==> src/rtl/line_waiter.sv <==
module line_waiter #(
  parameter int TW = 32
) (
  input  logic          clk,
  input  logic          rst,
  input  logic          line,
  input  logic          start,
  input  logic [2:0]    cond,
  input  logic [TW-1:0] timeout,
  output logic          busy,
  output logic          done,
  output logic          timed_out
);

  localparam int CW = TW - 1;

  logic          sync_a, sync_b, hist;
  logic          active;
  logic [2:0]    code_q;
  logic          forever_q;
  logic [CW-1:0] left;
  logic          done_q, to_q;
  logic          hit;

  wire rise = sync_b & ~hist;
  wire fall = ~sync_b & hist;
  wire last_tick = !forever_q && left == CW'(1);

  always_comb begin
    case (code_q)
      3'd0:    hit = rise;
      3'd1:    hit = fall;
      3'd2:    hit = rise | fall;
      3'd3:    hit = sync_b;
      3'd4:    hit = ~sync_b;
      default: hit = 1'b0;
    endcase
  end

  always_ff @(posedge clk) begin
    if (rst) begin
      sync_a    <= 1'b0;
      sync_b    <= 1'b0;
      hist      <= 1'b0;
      active    <= 1'b0;
      code_q    <= 3'd0;
      forever_q <= 1'b0;
      left      <= '0;
      done_q    <= 1'b0;
      to_q      <= 1'b0;
    end else begin
      sync_a <= line;
      sync_b <= sync_a;
      hist   <= sync_b;
      done_q <= 1'b0;
      to_q   <= 1'b0;
      if (!active) begin
        if (start) begin
          if (timeout == '0) begin
            done_q <= 1'b1;
            to_q   <= 1'b1;
          end else begin
            active    <= 1'b1;
            code_q    <= cond;
            forever_q <= timeout[TW-1];
            left      <= timeout[CW-1:0];
          end
        end
      end else if (hit) begin
        active <= 1'b0;
        done_q <= 1'b1;
      end else if (last_tick) begin
        active <= 1'b0;
        done_q <= 1'b1;
        to_q   <= 1'b1;
      end else if (!forever_q) begin
        left <= left - CW'(1);
      end
    end
  end

  assign busy      = active;
  assign done      = done_q;
  assign timed_out = to_q;

  assert_code_dead_R1: assert property (@(posedge clk) disable iff (rst)
    (active && code_q > 3'd4) |-> !hit);
  assert_zero_budget_R3: assert property (@(posedge clk) disable iff (rst)
    (!active && start && timeout == '0) |=> (done && timed_out && !busy));
  assert_no_expiry_R4: assert property (@(posedge clk) disable iff (rst)
    (active && forever_q && !hit) |=> busy);
  assert_start_ignored_R7: assert property (@(posedge clk) disable iff (rst)
    (active && start) |=> ($stable(code_q) && $stable(forever_q)));
  assert_flag_with_done_R8: assert property (@(posedge clk) disable iff (rst)
    timed_out |-> done);
  assert_idle_on_done_R8: assert property (@(posedge clk) disable iff (rst)
    done |-> !busy);
  assert_event_wins_R9: assert property (@(posedge clk) disable iff (rst)
    (active && hit && last_tick) |=> (done && !timed_out));
  assert_reset_idle_R10: assert property (@(posedge clk)
    rst |=> (!busy && !done && !timed_out));

endmodule

==> config.mk <==
export PLATFORM = sky130hd
export DESIGN_NAME = line_waiter
export DESIGN_NICKNAME = d
export VERILOG_FILES = /design/src/rtl/line_waiter.sv
export SDC_FILE = /design/constraint.sdc
export NUM_CORES = 1
export LEC_CHECK = 0
export ABC_AREA = 1
export BUFFER_PORTS_ARGS = -buffer_cell sky130_fd_sc_hd__buf_2
export CAP_MARGIN = 20
export CORE_UTILIZATION = 30
export CTS_CLUSTER_DIAMETER = 120
export DETAILED_ROUTE_END_ITERATION = 6
export GPL_ROUTABILITY_DRIVEN = 0
export GPL_TIMING_DRIVEN = 0
export HOLD_SLACK_MARGIN = 0.06
export REMOVE_ABC_BUFFERS = 1
export SKIP_LAST_GASP = 1
export SYNTH_ARGS = -nofsm -noshare
export SYNTH_HDL_FRONTEND = slang
export SYNTH_SLANG_ARGS = --single-unit
==> constraint.sdc <==
create_clock -name clk -period 2 [get_ports clk]
set_input_delay 0.6 -clock clk [delete_from_list [all_inputs] [get_ports clk]]
set_output_delay 0.6 -clock clk [all_outputs]
set_load 0.02 [all_outputs]
# --- Word-level counts from Yosys, hierarchy flattened ---
# Index checks and enable logic that the tools add are counted.
op_classes:
  add_sub_neg: 1
  n_eq_ne: 9
  n_mux: 19
  n_bitwise: 7
  n_reduce_logical: 7
ops:
  columns: ["op", "n"]
  rows:
  - ["two-way mux 31 bit", 6]
  - ["zero test 32 bit", 1]
  - ["== test 31 x 1 -> 1 bit (second input constant)", 1]
  - ["subtractor 31 x 1 -> 31 bit (second input constant)", 1]
  - ["two-way mux 1 bit", 12]
  - ["inequality test 2 bit (second input constant)", 4]
  - ["== test 3 x 2 -> 1 bit (second input constant)", 2]
  - ["case mux 1 bit (5 select lines)", 1]
  - ["AND reduction 5 bit", 1]
  - ["NOT 1 bit", 4]
  - ["== test 3 x 1 -> 1 bit (second input constant)", 1]
  - ["== test 3 bit (second input constant)", 1]
  - ["zero test 3 bit", 1]
  - ["AND reduction 3 bit", 1]
  - ["AND 1 bit", 2]
  - ["nonzero test 2 bit", 1]
  - ["logical AND 1 bit", 1]
  - ["zero test 1 bit", 1]
  - ["OR 1 bit", 1]
word_totals:
  regBits: 41
  input_bits: 39
  output_inout_bits: 3
  elab_cells: 52

# --- Longest topological paths before layout ---
depth:
  word_depth: 6
  ltp_mapped: 14
  mapped_depth_nobuf: 13

# --- Worst setup path before layout ---
# No wires, ideal clock.
synth_path:
  path_kind: "flip-flop to flip-flop"
  start: "reg sync_b"
  end: "reg left[14]"
  setup_ns: 0.113
  arrival_ns: 1.619
  t_required_ns: 1.887
  setup_slack_ns: 0.269
  stages_incl_launch_ff: 13
  path_buffers: 1
  synth_period_minus_slack_ns: 1.731
  cell_sequence: "dfxtp_1 inv_1 ha_1 inv_1 nand4_1 nand2_1 nor3_4 nand2_2 nand2_4 nand3_4 buf_6 nor2_1 nor2_1"
synth_between:
  elab_chain_cells: 6
  word_cells_on_any_way: 7
  cone_classes: "eq/ne (1); mux (1); bitwise (4); reduce/logical (1)"
synth_lines:
  columns: ["element", "line_no", "rtl"]
  rows:
  - ["start: declaration", "17", "logic sync_a, sync_b, hist;"]
  - ["start signal: assignment", "53", "sync_b <= sync_a;"]
  - ["NOT 1 bit", "26, 35", null]
  - ["AND 1 bit", "26", "wire fall = ~sync_b & hist;"]
  - ["OR 1 bit", "33", "3'd2: hit = rise | fall;"]
  - ["case mux 1 bit (5 select lines) (*)", "30", "case (code_q)"]
  - ["inequality test 2 bit (no line) (*)", null, null]
  - ["AND reduction 5 bit (no line) (*)", null, null]
  - ["end signal: assignment", "66", "left <= timeout[CW-1:0];"]
  - ["end signal: assignment", "77", "left <= left - CW'(1);"]
  - ["end: declaration", "21", "logic [CW-1:0] left;"]
# Mark *: on every way between the ends. The rest lies on a longest branch, timed or not.
# A chain may end at the register's enable or synchronous reset.

# --- Worst setup path after layout ---
layout_path:
  start: "reg sync_b"
  end: "reg left[26]"
# Same word-level chain as after synthesis.

==> out/qor_table.md <==
| Stage | Item | Reported |
| --- | --- | --- |
| status | Status | complete, no violations |
| global route | Remaining global-route overflow | 0 |
| route | Max layer used | met4 |
| floorplan | Die Span Y | 103.0 um |
| min path | Path category of the worst min-delay check | flip-flop to flip-flop |
| route | Drt first pass iters | 5 |
| floorplan | Horizontal extent of the die | 103.0 um |
| global route | Initial antenna violation count | 0 |
| global route | Total global-route track usage | 19.64% |
| logic synthesis | Synth cell types | 29 |
| logic synthesis | Mapped Cells | 561 |
| logic synthesis | Total number of yosys warnings | 0 |
| route | Met3 WL | 567 um |
| clock network | Latest clock arrival within the worst-skew pair | 0.31 ns |
| clock network | Clock tree buffer depth | 2 |
| flow run | Count of maximum capacitance violations | 0 |
| route | Vias | 3,577 |
| sta | Minimum hold slack | 0.4031 ns |
| clock network | H-tree level count | 2 |
| logic synthesis | Part of the Yosys area used for sequential elements | 26.83% |
| sta | Setup repair after global routing missed its margin | yes |
| final layout | Multi-input gate area in the final layout | 2116 um^2 |
| sta | Number of hold-slack violations in the final timing report | 0 |
| final layout | Most common library cell in the layout ignoring fill and taps | nand2_1 |
| sta | # setup viols final | 0 |
| final layout | Register area | 825.8 um^2 |
| final layout | Number of nets at the end of the flow | 655 |
| floorplan | Standard-cell rows | 36 |
| route | Routed length on met1 | 4651 um |
| sta | Slew of the pin with the lowest slew margin | 0.5791 ns |
| final layout | Area growth from synthesis to final layout | 24.99% |
| sta | Fin crit period | 1.915 ns |
| route | Detailed-routed wire length on met2 | 4653 um |
| logic synthesis | Mean Syn Cell Area | 5.453 um^2 |
| global route | Wire length of the first global-routing pass | 15,960 um |
| route | Number of nets with antenna violations after detailed routing | 0 |
| route | Initial DRC count | 180 |
| clock network | Number of buffers created by CTS | 5 |
| clock network | CTS tree | yes |
| final layout | Antenna diodes | 0 |
| final layout | Non-Filler Instances | 746 |
| placement | Count of input and output buffers | 41 |
| floorplan | Total Die Area | 10,600 um^2 |
| worst setup path | Worst path max stage delay | 0.36 ns |
| worst setup path | Critical path, cell by cell | inv_2, ha_4, inv_2, nand4_1, nand2_2, nor3_4, nand2_4, buf_6, nand2_8, nand3_4, nand2_2, nand2_1, nor2_1 |
| route | Total routed wirelength | 10,030 um |
| sta | Max Freq | 522.3 MHz |
| floorplan | Core Area | 9819 um^2 |
| final layout | Cell area after layout | 3824 um^2 |
| worst setup path | Number of cell instances on the worst register-to-register path | 13 |
| clock network | Root buffer cell | clkbuf_8 |
| global route | Via count of the first global-routing pass | 3,363 |
| power and ir drop | Power per unit of standard cell area | 755.0 nW/um^2 |
| global route | Pin count of the biggest net entering global routing | 25 |
| logic synthesis | Synthesized area | 3059 um^2 |
| worst setup path | Cell with the largest stage delay on the worst path | dfxtp_2 |
| sta | Fin. max-slew vios | 0 |
| power and ir drop | Maximum vdd ir drop | 0.2792 mV |
| route | WL per Instance | 13.44 um |
| sta | Share of the clock period used by the worst path after layout | 95.73% |
| min path | Hold Crit Depth | 2 |
| logic synthesis | FF+latch count, synth | 41 |
| worst setup path | Worst-path maximum fanout | 7 |
| final layout | Fraction of final layout cells sized beyond drive strength 1 | 17.94% |
| sta | Post-route clock skew | 0.006387 ns |
| placement | Detailed Place HPWL | 6251 um |
| worst setup path | Kind of critical path | flip-flop to flip-flop |
| clock network | Sink count of the clock tree | 41 |
| power and ir drop | Static Leakage | 1.913 nW |
| route | Count of unresolved DRC violations after routing | 0 |
| placement | Placed cell area | 3357 um^2 |
| floorplan | Io pins | 42 |
| worst setup path | Launching element type of the critical path | flip-flop |
| route | Number of vias per cell after detailed routing | 4.795 |
| worst setup path | Arrival time of the worst setup path | 2.16 ns |
| clock network | Clock Pin Slew Worst Setup and Hold Paths | 0.09 ns |
| floorplan | Starting density of the core | 31.15% |
| placement | Placed insts | 719 |
| worst setup path | Critical Path RT | 2.25 ns |
| worst setup path | Crit. End Element | flip-flop |
| clock network | Cts hold-fix bufs | 0 |
| final layout | Filler cell count | 1,115 |
| final layout | Leading cell types in the layout, fill and taps excluded | 185 x nand2_1, 138 x nor2_1, 49 x inv_1 |
| sta | Relative max-transition margin | 61.39% |
## where the power goes
group / total, mW / switching (mW) / internal [mW]
sequential: 1.02 / 0.107 / 0.912
combinational: 1.04 / 0.686 / 0.355
clock: 0.828 / 0.331 / 0.496
## cell type report
cell class                 instances  share of cell area, %
timing repair inverter             1                 0.1309
timing repair buffer              52                  8.999
tap                              133                  4.352
clock inverter                     3                  1.702
inverter                          61                  6.086
sequential                        41                  21.60
multi-input combinational        450                  55.33
clock buffer                       5                  1.800
## routing by layer
metal	track usage, %	up-vias
li1	-	1860
met1	24.21	1601
met2	34.82	100
met3	3.729	16
met4	5.309	0
met5	0	-
## Yosys cell counts, drive strengths merged
cell type	count	area, um^2
nand2	198	755.7
nor2	143	541.8
inv	60	225.2
dfxtp	41	820.8
nand3	38	202.7
o21ai	21	105.1
nand4	12	75.07
a21oi	10	53.80
buf	9	72.56
clkbuf	8	30.03
ha	4	50.05
xor2	4	35.03
nor3	3	26.28
or2	3	18.77
o22ai	2	12.51
a31oi	1	6.260
and2	1	8.760
clkinv	1	3.750
nand3b	1	7.510
o211ai	1	7.510
## final timing paths
kind	slack, ns	from	to
hold reg to reg	0.40	sync_a	sync_b
setup reg to reg	0.09	sync_b	left[26]
setup / recovery	0.09	sync_b	left[26]
hold / removal	0.40	sync_a	sync_b
## flip-flops by register name, summed over array words and instances, names as in the netlist
| name | cells |
|---|---|
| sync_b | 1 |
| forever_q | 1 |
| left | 31 |
| done | 1 |
| code_q | 3 |
| timed_out | 1 |
| sync_a | 1 |
| busy | 1 |
| hist | 1 |
## stage by stage
step	utilization [%]	worst slack, ns	TNS, ns	power (mW)
after floorplan	-	-0.9391	-28.85	1.661
after global placement	33.89	-2.119	-67.31	1.893
after detailed placement	34.19	-1.319	-40.24	1.915
after CTS	36.81	-0.01954	-0.2602	2.802
after global routing	38.94	-0.04398	-0.1020	3.093
final	38.94	0.08542	0	2.887
## critical path: cells and delay by family (launching register included)
family        cells  cell delay (ns)
fa+ha+maj         1             0.26
buf+inv           3             0.23
flops             1             0.36
simple gates      9             1.01
## kinds of logic (layout without fill, tap and decap cells)
family / Yosys count / after routing / share of synthesized area (%)
AND/OR/NAND/NOR: 399 / 407 / 53.50
flip-flops: 41 / 41 / 26.83
AO/OA/AOI/OAI: 35 / 35 / 6.053
XOR/XNOR: 4 / 4 / 1.145
adder cells (fa/ha/maj): 4 / 4 / 1.636
buffers and inverters: 78 / 122 / 10.84
## timing repair
action | 4_1_cts | 5_1_grt
resized for setup | 7 | 25
setup buffers | 2 | 8
pin swaps | 1 | 10
endpoints found under the setup margin | 32 | 31
cloned | 5 | 4
No activity file was read; power rests on OpenSTA's default activity.
